==> src/rtl/dcm_pkg.sv <==
package dcm_pkg;

  // Classification of a scaled filter result against the output range
  typedef enum logic [1:0] {
    RANGE_OK   = 2'd0,
    RANGE_HIGH = 2'd1,
    RANGE_LOW  = 2'd2
  } range_e;

  // Accumulator width for a CIC of the given order and ratio: the full-scale
  // gain is 2^(order*ratio_log2), plus a sign bit and a bit for +full-scale.
  function automatic int acc_width(input int order, input int ratio_log2);
    return order * ratio_log2 + 2;
  endfunction

endpackage

==> src/rtl/dcm_rst_sync.sv <==
module dcm_rst_sync #(
  parameter int STAGES = 2
) (
  input  logic clk,
  input  logic arst_n,
  output logic srst_n
);

  logic [STAGES-1:0] sync_q;
  logic [STAGES-1:0] sync_d;

  always_comb begin
    sync_d = {sync_q[STAGES-2:0], 1'b1};
  end

  always_ff @(posedge clk or negedge arst_n) begin
    if (!arst_n) begin
      sync_q <= '0;
    end else begin
      sync_q <= sync_d;
    end
  end

  assign srst_n = sync_q[STAGES-1];

endmodule

==> src/rtl/dcm_timebase.sv <==
module dcm_timebase #(
  parameter int FRAME_LOG2   = 9,
  parameter int BIT_DIV_LOG2 = 3
) (
  input  logic clk,
  input  logic rst_n,
  output logic bit_en,
  output logic frame_en
);

  logic [FRAME_LOG2-1:0] cnt_q;
  logic [FRAME_LOG2-1:0] cnt_d;

  always_comb begin
    cnt_d = cnt_q + FRAME_LOG2'(1);
  end

  always_ff @(posedge clk or negedge rst_n) begin
    if (!rst_n) begin
      cnt_q <= '0;
    end else begin
      cnt_q <= cnt_d;
    end
  end

  assign bit_en   = &cnt_q[BIT_DIV_LOG2-1:0];
  assign frame_en = &cnt_q;

  // The output frame boundary must coincide with a bit slot
  assert_frame_on_bit_R3: assert property (@(posedge clk) disable iff (!rst_n)
    frame_en |-> bit_en);

  // Bit slots are never back to back
  assert_bit_gap_R3: assert property (@(posedge clk) disable iff (!rst_n)
    bit_en |=> !bit_en);

endmodule

==> src/rtl/dcm_integ_chain.sv <==
module dcm_integ_chain #(
  parameter int ORDER = 4,
  parameter int ACC_W = 26
) (
  input  logic             clk,
  input  logic             rst_n,
  input  logic             en,
  input  logic             bit_in,
  output logic [ACC_W-1:0] acc_out
);

  logic [ACC_W-1:0] step;
  logic [ACC_W-1:0] acc_q [ORDER];
  logic [ACC_W-1:0] acc_d [ORDER];

  // A one maps to +1, a zero to -1 (all ones in two's complement)
  always_comb begin
    step = bit_in ? ACC_W'(1) : '1;
  end

  for (genvar i = 0; i < ORDER; i++) begin : g_stage
    logic [ACC_W-1:0] addend;

    if (i == 0) begin : g_first
      assign addend = step;
    end else begin : g_next
      assign addend = acc_q[i-1];
    end

    always_comb begin
      acc_d[i] = acc_q[i];
      if (en) begin
        acc_d[i] = acc_q[i] + addend;
      end
    end

    always_ff @(posedge clk or negedge rst_n) begin
      if (!rst_n) begin
        acc_q[i] <= '0;
      end else begin
        acc_q[i] <= acc_d[i];
      end
    end
  end

  assign acc_out = acc_q[ORDER-1];

endmodule

==> src/rtl/dcm_comb_chain.sv <==
module dcm_comb_chain #(
  parameter int ORDER = 4,
  parameter int ACC_W = 26
) (
  input  logic             clk,
  input  logic             rst_n,
  input  logic             en,
  input  logic [ACC_W-1:0] din,
  output logic [ACC_W-1:0] dout
);

  logic [ORDER:0][ACC_W-1:0] stage;
  logic [ACC_W-1:0]          dly_q [ORDER];
  logic [ACC_W-1:0]          dly_d [ORDER];

  assign stage[0] = din;

  for (genvar i = 0; i < ORDER; i++) begin : g_stage
    assign stage[i+1] = stage[i] - dly_q[i];

    always_comb begin
      dly_d[i] = dly_q[i];
      if (en) begin
        dly_d[i] = stage[i];
      end
    end

    always_ff @(posedge clk or negedge rst_n) begin
      if (!rst_n) begin
        dly_q[i] <= '0;
      end else begin
        dly_q[i] <= dly_d[i];
      end
    end
  end

  assign dout = stage[ORDER];

endmodule

==> src/rtl/dcm_sat_out.sv <==
module dcm_sat_out
  import dcm_pkg::*;
#(
  parameter int ACC_W   = 26,
  parameter int OUT_W   = 16,
  parameter int FS_LOG2 = 24
) (
  input  logic                    clk,
  input  logic                    rst_n,
  input  logic                    en,
  input  logic [ACC_W-1:0]        din,
  output logic signed [OUT_W-1:0] sample,
  output logic                    valid,
  output logic                    ovf
);

  localparam int SHIFT = FS_LOG2 - (OUT_W - 1);
  localparam int SC_W  = ACC_W - SHIFT;
  localparam logic [OUT_W-1:0] OUT_MAX = {1'b0, {(OUT_W-1){1'b1}}};
  localparam logic [OUT_W-1:0] OUT_MIN = {1'b1, {(OUT_W-1){1'b0}}};
  localparam logic signed [ACC_W-1:0] FS_POS =
    {{(ACC_W-FS_LOG2-1){1'b0}}, 1'b1, {FS_LOG2{1'b0}}};
  localparam logic signed [ACC_W-1:0] FS_NEG = -FS_POS;

  logic [SC_W-1:0]        scaled;
  logic [SC_W-OUT_W:0]    guard;
  range_e                 range_sel;
  logic [OUT_W-1:0]       sample_q, sample_d;
  logic                   valid_q, valid_d;
  logic                   ovf_q, ovf_d;

  // Arithmetic scaling: keep the upper bits of the comb result
  always_comb begin
    scaled = din[ACC_W-1:SHIFT];
    guard  = scaled[SC_W-1:OUT_W-1];
    if ((&guard) || !(|guard)) begin
      range_sel = RANGE_OK;
    end else if (!scaled[SC_W-1]) begin
      range_sel = RANGE_HIGH;
    end else begin
      range_sel = RANGE_LOW;
    end
  end

  always_comb begin
    sample_d = sample_q;
    valid_d  = 1'b0;
    ovf_d    = 1'b0;
    if (en) begin
      valid_d = 1'b1;
      unique case (range_sel)
        RANGE_HIGH: begin sample_d = OUT_MAX; ovf_d = 1'b1; end
        RANGE_LOW:  begin sample_d = OUT_MIN; ovf_d = 1'b1; end
        default:    begin sample_d = scaled[OUT_W-1:0]; end
      endcase
    end
  end

  always_ff @(posedge clk or negedge rst_n) begin
    if (!rst_n) begin
      sample_q <= '0;
      valid_q  <= 1'b0;
      ovf_q    <= 1'b0;
    end else begin
      sample_q <= sample_d;
      valid_q  <= valid_d;
      ovf_q    <= ovf_d;
    end
  end

  assign sample = sample_q;
  assign valid  = valid_q;
  assign ovf    = ovf_q;

  // Strobe lasts one cycle
  assert_valid_pulse_R2: assert property (@(posedge clk) disable iff (!rst_n)
    valid_q |=> !valid_q);

  // Overflow only accompanies a strobe
  assert_ovf_with_valid_R7: assert property (@(posedge clk) disable iff (!rst_n)
    ovf_q |-> valid_q);

  // A clamped word sits exactly on a 16-bit limit
  assert_ovf_limit_R5: assert property (@(posedge clk) disable iff (!rst_n)
    ovf_q |-> (sample_q == OUT_MAX || sample_q == OUT_MIN));

  // The comb result never leaves the filter's full-scale range
  assert_comb_range_R5: assert property (@(posedge clk) disable iff (!rst_n)
    en |-> ($signed(din) <= FS_POS && $signed(din) >= FS_NEG));

  // The sample word only moves together with a strobe
  assert_hold_R8: assert property (@(posedge clk) disable iff (!rst_n)
    !$stable(sample_q) |-> valid_q);

endmodule

==> src/rtl/sd_decimator.sv <==
module sd_decimator #(
  parameter int ORDER        = 4,
  parameter int RATIO_LOG2   = 6,
  parameter int BIT_DIV_LOG2 = 3,
  parameter int OUT_W        = 16,
  parameter int SYNC_STAGES  = 2
) (
  input  logic                    clk,
  input  logic                    rst_n,
  input  logic                    bit_in,
  output logic signed [OUT_W-1:0] sample,
  output logic                    sample_valid,
  output logic                    overflow
);

  localparam int ACC_W      = dcm_pkg::acc_width(ORDER, RATIO_LOG2);
  localparam int FRAME_LOG2 = RATIO_LOG2 + BIT_DIV_LOG2;
  localparam int FS_LOG2    = ORDER * RATIO_LOG2;

  logic             srst_n;
  logic             bit_en;
  logic             frame_en;
  logic [ACC_W-1:0] integ_out;
  logic [ACC_W-1:0] comb_out;

  dcm_rst_sync #(
    .STAGES (SYNC_STAGES)
  ) u_rst (
    .clk    (clk),
    .arst_n (rst_n),
    .srst_n (srst_n)
  );

  dcm_timebase #(
    .FRAME_LOG2   (FRAME_LOG2),
    .BIT_DIV_LOG2 (BIT_DIV_LOG2)
  ) u_tb (
    .clk      (clk),
    .rst_n    (srst_n),
    .bit_en   (bit_en),
    .frame_en (frame_en)
  );

  dcm_integ_chain #(
    .ORDER (ORDER),
    .ACC_W (ACC_W)
  ) u_integ (
    .clk     (clk),
    .rst_n   (srst_n),
    .en      (bit_en),
    .bit_in  (bit_in),
    .acc_out (integ_out)
  );

  dcm_comb_chain #(
    .ORDER (ORDER),
    .ACC_W (ACC_W)
  ) u_comb (
    .clk   (clk),
    .rst_n (srst_n),
    .en    (frame_en),
    .din   (integ_out),
    .dout  (comb_out)
  );

  dcm_sat_out #(
    .ACC_W   (ACC_W),
    .OUT_W   (OUT_W),
    .FS_LOG2 (FS_LOG2)
  ) u_out (
    .clk    (clk),
    .rst_n  (srst_n),
    .en     (frame_en),
    .din    (comb_out),
    .sample (sample),
    .valid  (sample_valid),
    .ovf    (overflow)
  );

endmodule

==> config.mk <==
export PLATFORM = sky130hd
export DESIGN_NAME = sd_decimator
export DESIGN_NICKNAME = d
export VERILOG_FILES = /design/src/rtl/dcm_pkg.sv /design/src/rtl/dcm_rst_sync.sv /design/src/rtl/dcm_timebase.sv /design/src/rtl/dcm_integ_chain.sv /design/src/rtl/dcm_comb_chain.sv /design/src/rtl/dcm_sat_out.sv /design/src/rtl/sd_decimator.sv
export SDC_FILE = /design/constraint.sdc
export NUM_CORES = 1
export LEC_CHECK = 0
export BUFFER_PORTS_ARGS = -buffer_cell sky130_fd_sc_hd__buf_2
export CORE_MARGIN = 8
export CORE_UTILIZATION = 30
export DETAILED_ROUTE_END_ITERATION = 8
export GPL_TIMING_DRIVEN = 0
export SYNTH_ARGS = -nofsm -noshare
export SYNTH_HDL_FRONTEND = slang
export SYNTH_SLANG_ARGS = --single-unit
==> constraint.sdc <==
create_clock -name clk -period 8.2 [get_ports clk]
set_input_delay 1.64 -clock clk [delete_from_list [all_inputs] [get_ports clk]]
set_output_delay 1.64 -clock clk [all_outputs]
set_load 0.05 [all_outputs]
==> reports/qor.yml <==
clock_network:
  clock_latency_ns: 0.57
  path_clk_slew_ns: 0.06
  clock_sinks: 237
  cts_hold_buf: 0
  cts_buffers: 28
  clock_path_buffers: 3
  cts_tree: "built"
  root_buffer: "clkbuf_16"
  cts-htree-levels: 1
finish:
  nets: 2247
  syn_to_final_growth_pct: 14.1
  n_antenna_cell: 0
  fin_cells: 2826
  drive_above_1_share: 0.109
  n_fill_cell: 5992
detailed_routing:
  drt_iter0_markers: 549
  post_drt_wl_per_cell_um: 13.7
  dr_wl_met2_um: 18800
  via_count: 13800
  totalWireLength_um: 38800
  firstDrtPassIters: 5
  wl_met3_um: 1080
  wl_met1_um: 18100
  maxUsedRoutingLayer: "met4"
  drtAntennaViolNets: 0
  routed_via_density: 4.88
  drc: 0
die:
  start_util: 0.302
  dieArea_sq_um: 66900
  fp.dieW_um: 259
  num_rows: 89
  die_y_um: 259
  core_area_sq_um: 58600
  io_pins: 21
yosys:
  syn-num-nets: 2175
  yosysSeqAreaShare: 0.336
  synthArstFlopShare: 1.00
  synthFlopType: "dfrtp_1"
  synthCells: 1963
  synth_cell_type_count: 67
  synth-seq-cells: 237
  syn_area_sq_um: 17700
  synth-edff-count: 0
  syn_avg_cell_area_sq_um: 9.00
  ys_warn_count: 0
global_route:
  overflow: 0
  grt_pass1_wl_um: 66000
  grt_pass1_vias: 13800
  grt_start_max_net_pins: 59
  grt_usage: 0.113
  antenna_found_initial: 0
setup_path:
  critPathArrivalTime_ns: 8.13
  critical_path.endpoint_type: "flop"
  path_max_fanout: 10
  path_class: "flop to flop"
  worstSetupStartpointType: "flop"
  crit_required_ns: 8.61
  cpPeakStageDelay_ns: 0.42
  crit_top_cell: "a21oi_2"
  crit_slowest_cell: "fa_1"
outcome:
  status: "finished, final reports clean"
sta:
  layout_setup_ws_ns: 0.474
  tightest_slew_ns: 1.03
  hold_violations: 0
  relSlewSlack: 0.316
  slew_violations: 0
  worst_clock_skew_ns: 0.0276
  max_clock_freq_mhz: 129
  fin_crit_ns: 7.73
  fin_crit_sh: 0.942
  setup_viol: 0
placement:
  io_buffers: 20
  pre_cts_ws_ns: -1.28
  dp.final_hpwl_um: 29600
  gp_congestion: 0.872
  place_inst: 2760
worst_hold_path:
  worstHoldPathType: "flop to async pin"
run:
  maxCapViolCount: 0
-- flip-flops by register name, summed over array words and instances, names as in the netlist --
name / flops
u_comb.dly_q: 104
u_integ.acc_out: 26
u_integ.g_stage.addend: 78
u_out.ovf: 1
u_out.sample: 16
u_out.valid: 1
u_rst.sync_q: 2
u_tb.cnt_q: 9
-- what timing repair did --
action / CTS / global route
pin swaps: 2 / 18
endpoints found under the setup margin: 17 / 16
buffers inserted: 2 / 17
gates resized for setup: 20 / 30
-- cells by family (layout without fill, tap and decap cells) --
group,after synthesis,in the layout,synth area share
other,1,1,0.000212
AO/OA/AOI/OAI,574,574,0.203
adder cells (fa/ha/maj),209,209,0.151
AND/OR/NAND/NOR,466,466,0.122
buffers and inverters,213,303,0.0453
XOR/XNOR,168,168,0.0833
flip-flops,237,237,0.336
multiplexers,95,95,0.0600
-- final timing paths --
path / to / from / depth (start not counted) / slack, ns
max: u_out.sample[12] / u_integ.acc_out[0] / 39 / 0.47
min reg2reg: u_out.ovf / u_rst.sync_q[1] / 0 / 0.28
min in group clk: u_rst.sync_q[1] / u_rst.sync_q[0] / 0 / 0.35
max in group asynchronous: u_integ.g_stage[1].addend[14] / u_rst.sync_q[1] / 2 / 6.95
max reg2reg: u_out.sample[12] / u_integ.acc_out[0] / 39 / 0.47
min: u_out.ovf / u_rst.sync_q[1] / 0 / 0.28
-- metrics by stage --
stage               hold WS, ns  cell area (sq um)  setup TNS [ns]  utilization
CTS                       0.297              19900               0        0.340
global placement          0.338              18700         -388.90        0.320
finish                    0.276              20100               0        0.344
global route              0.318              20100          -0.107        0.344
floorplan                 0.331              17700               0            -
detailed placement        0.292              18800          -17.68        0.322
-- area by class of cell --
type                       instances  area (sq um)  share of cell area
inverter                         168           631              0.0313
timing repair buffer              43           353              0.0175
buffer                            44           173             0.00857
clock inverter                     8           158             0.00783
tap                              773           967              0.0480
sequential                       237          5930               0.295
clock buffer                      40           816              0.0405
multi-input combinational       1513         11100               0.552
-- synth_stat cells (9+ instances only) --
cell | instances | area share
o21ai_0 | 165 | 0.047
a211oi_1 | 17 | 0.0072
nor3_1 | 33 | 0.0094
nor2_1 | 126 | 0.027
nand2b_1 | 23 | 0.0081
nand3_1 | 34 | 0.0096
dfrtp_1 | 237 | 0.34
a21boi_0 | 9 | 0.0038
o21bai_1 | 23 | 0.0098
inv_1 | 168 | 0.036
xnor2_1 | 119 | 0.059
clkbuf_1 | 39 | 0.0083
o21a_1 | 26 | 0.011
a21oi_1 | 163 | 0.046
a31oi_1 | 15 | 0.0053
ha_1 | 202 | 0.14
and3_1 | 12 | 0.0043
xor2_1 | 49 | 0.024
nand4_1 | 11 | 0.0039
nand2_1 | 159 | 0.034
mux2_2 | 87 | 0.055
nor2b_1 | 25 | 0.0089
or3_1 | 14 | 0.0050
a21o_1 | 75 | 0.032
-- worst max-delay path, delay by kind of cell (launching register included) --
kind,cells,cell delay [ns]
AO/OA/AOI/OAI,22,3.63
adder cells (fa/ha/maj),6,1.94
AND/OR/NAND/NOR,5,0.72
XOR/XNOR,4,0.64
flip-flops,1,0.37
buffers and inverters,2,0.26
-- metal layers --
metal / vias to the layer above / track usage
met5: - / 0
met4: 0 / 0.0283
met3: 60 / 0.0153
met2: 163 / 0.202
met1: 6482 / 0.143
li1: 7100 / -
-- layout by cell type (no fill, tap or decap), types with 23 or more instances in the layout --
cell type / count
nor2b_1: 24
clkbuf_16: 28
nor2_1: 126
mux2_2: 87
xnor2_1: 117
nand2b_1: 23
nand3_1: 34
nor3_1: 32
a21o_1: 75
o21ai_0: 160
dfrtp_1: 236
inv_1: 168
nand2_1: 159
clkbuf_1: 41
xor2_1: 49
a21oi_1: 154
o21a_1: 26
ha_1: 198
Power is not shown: default switching activity piles up to over one toggle a cycle in this logic, so the estimate is an artifact.
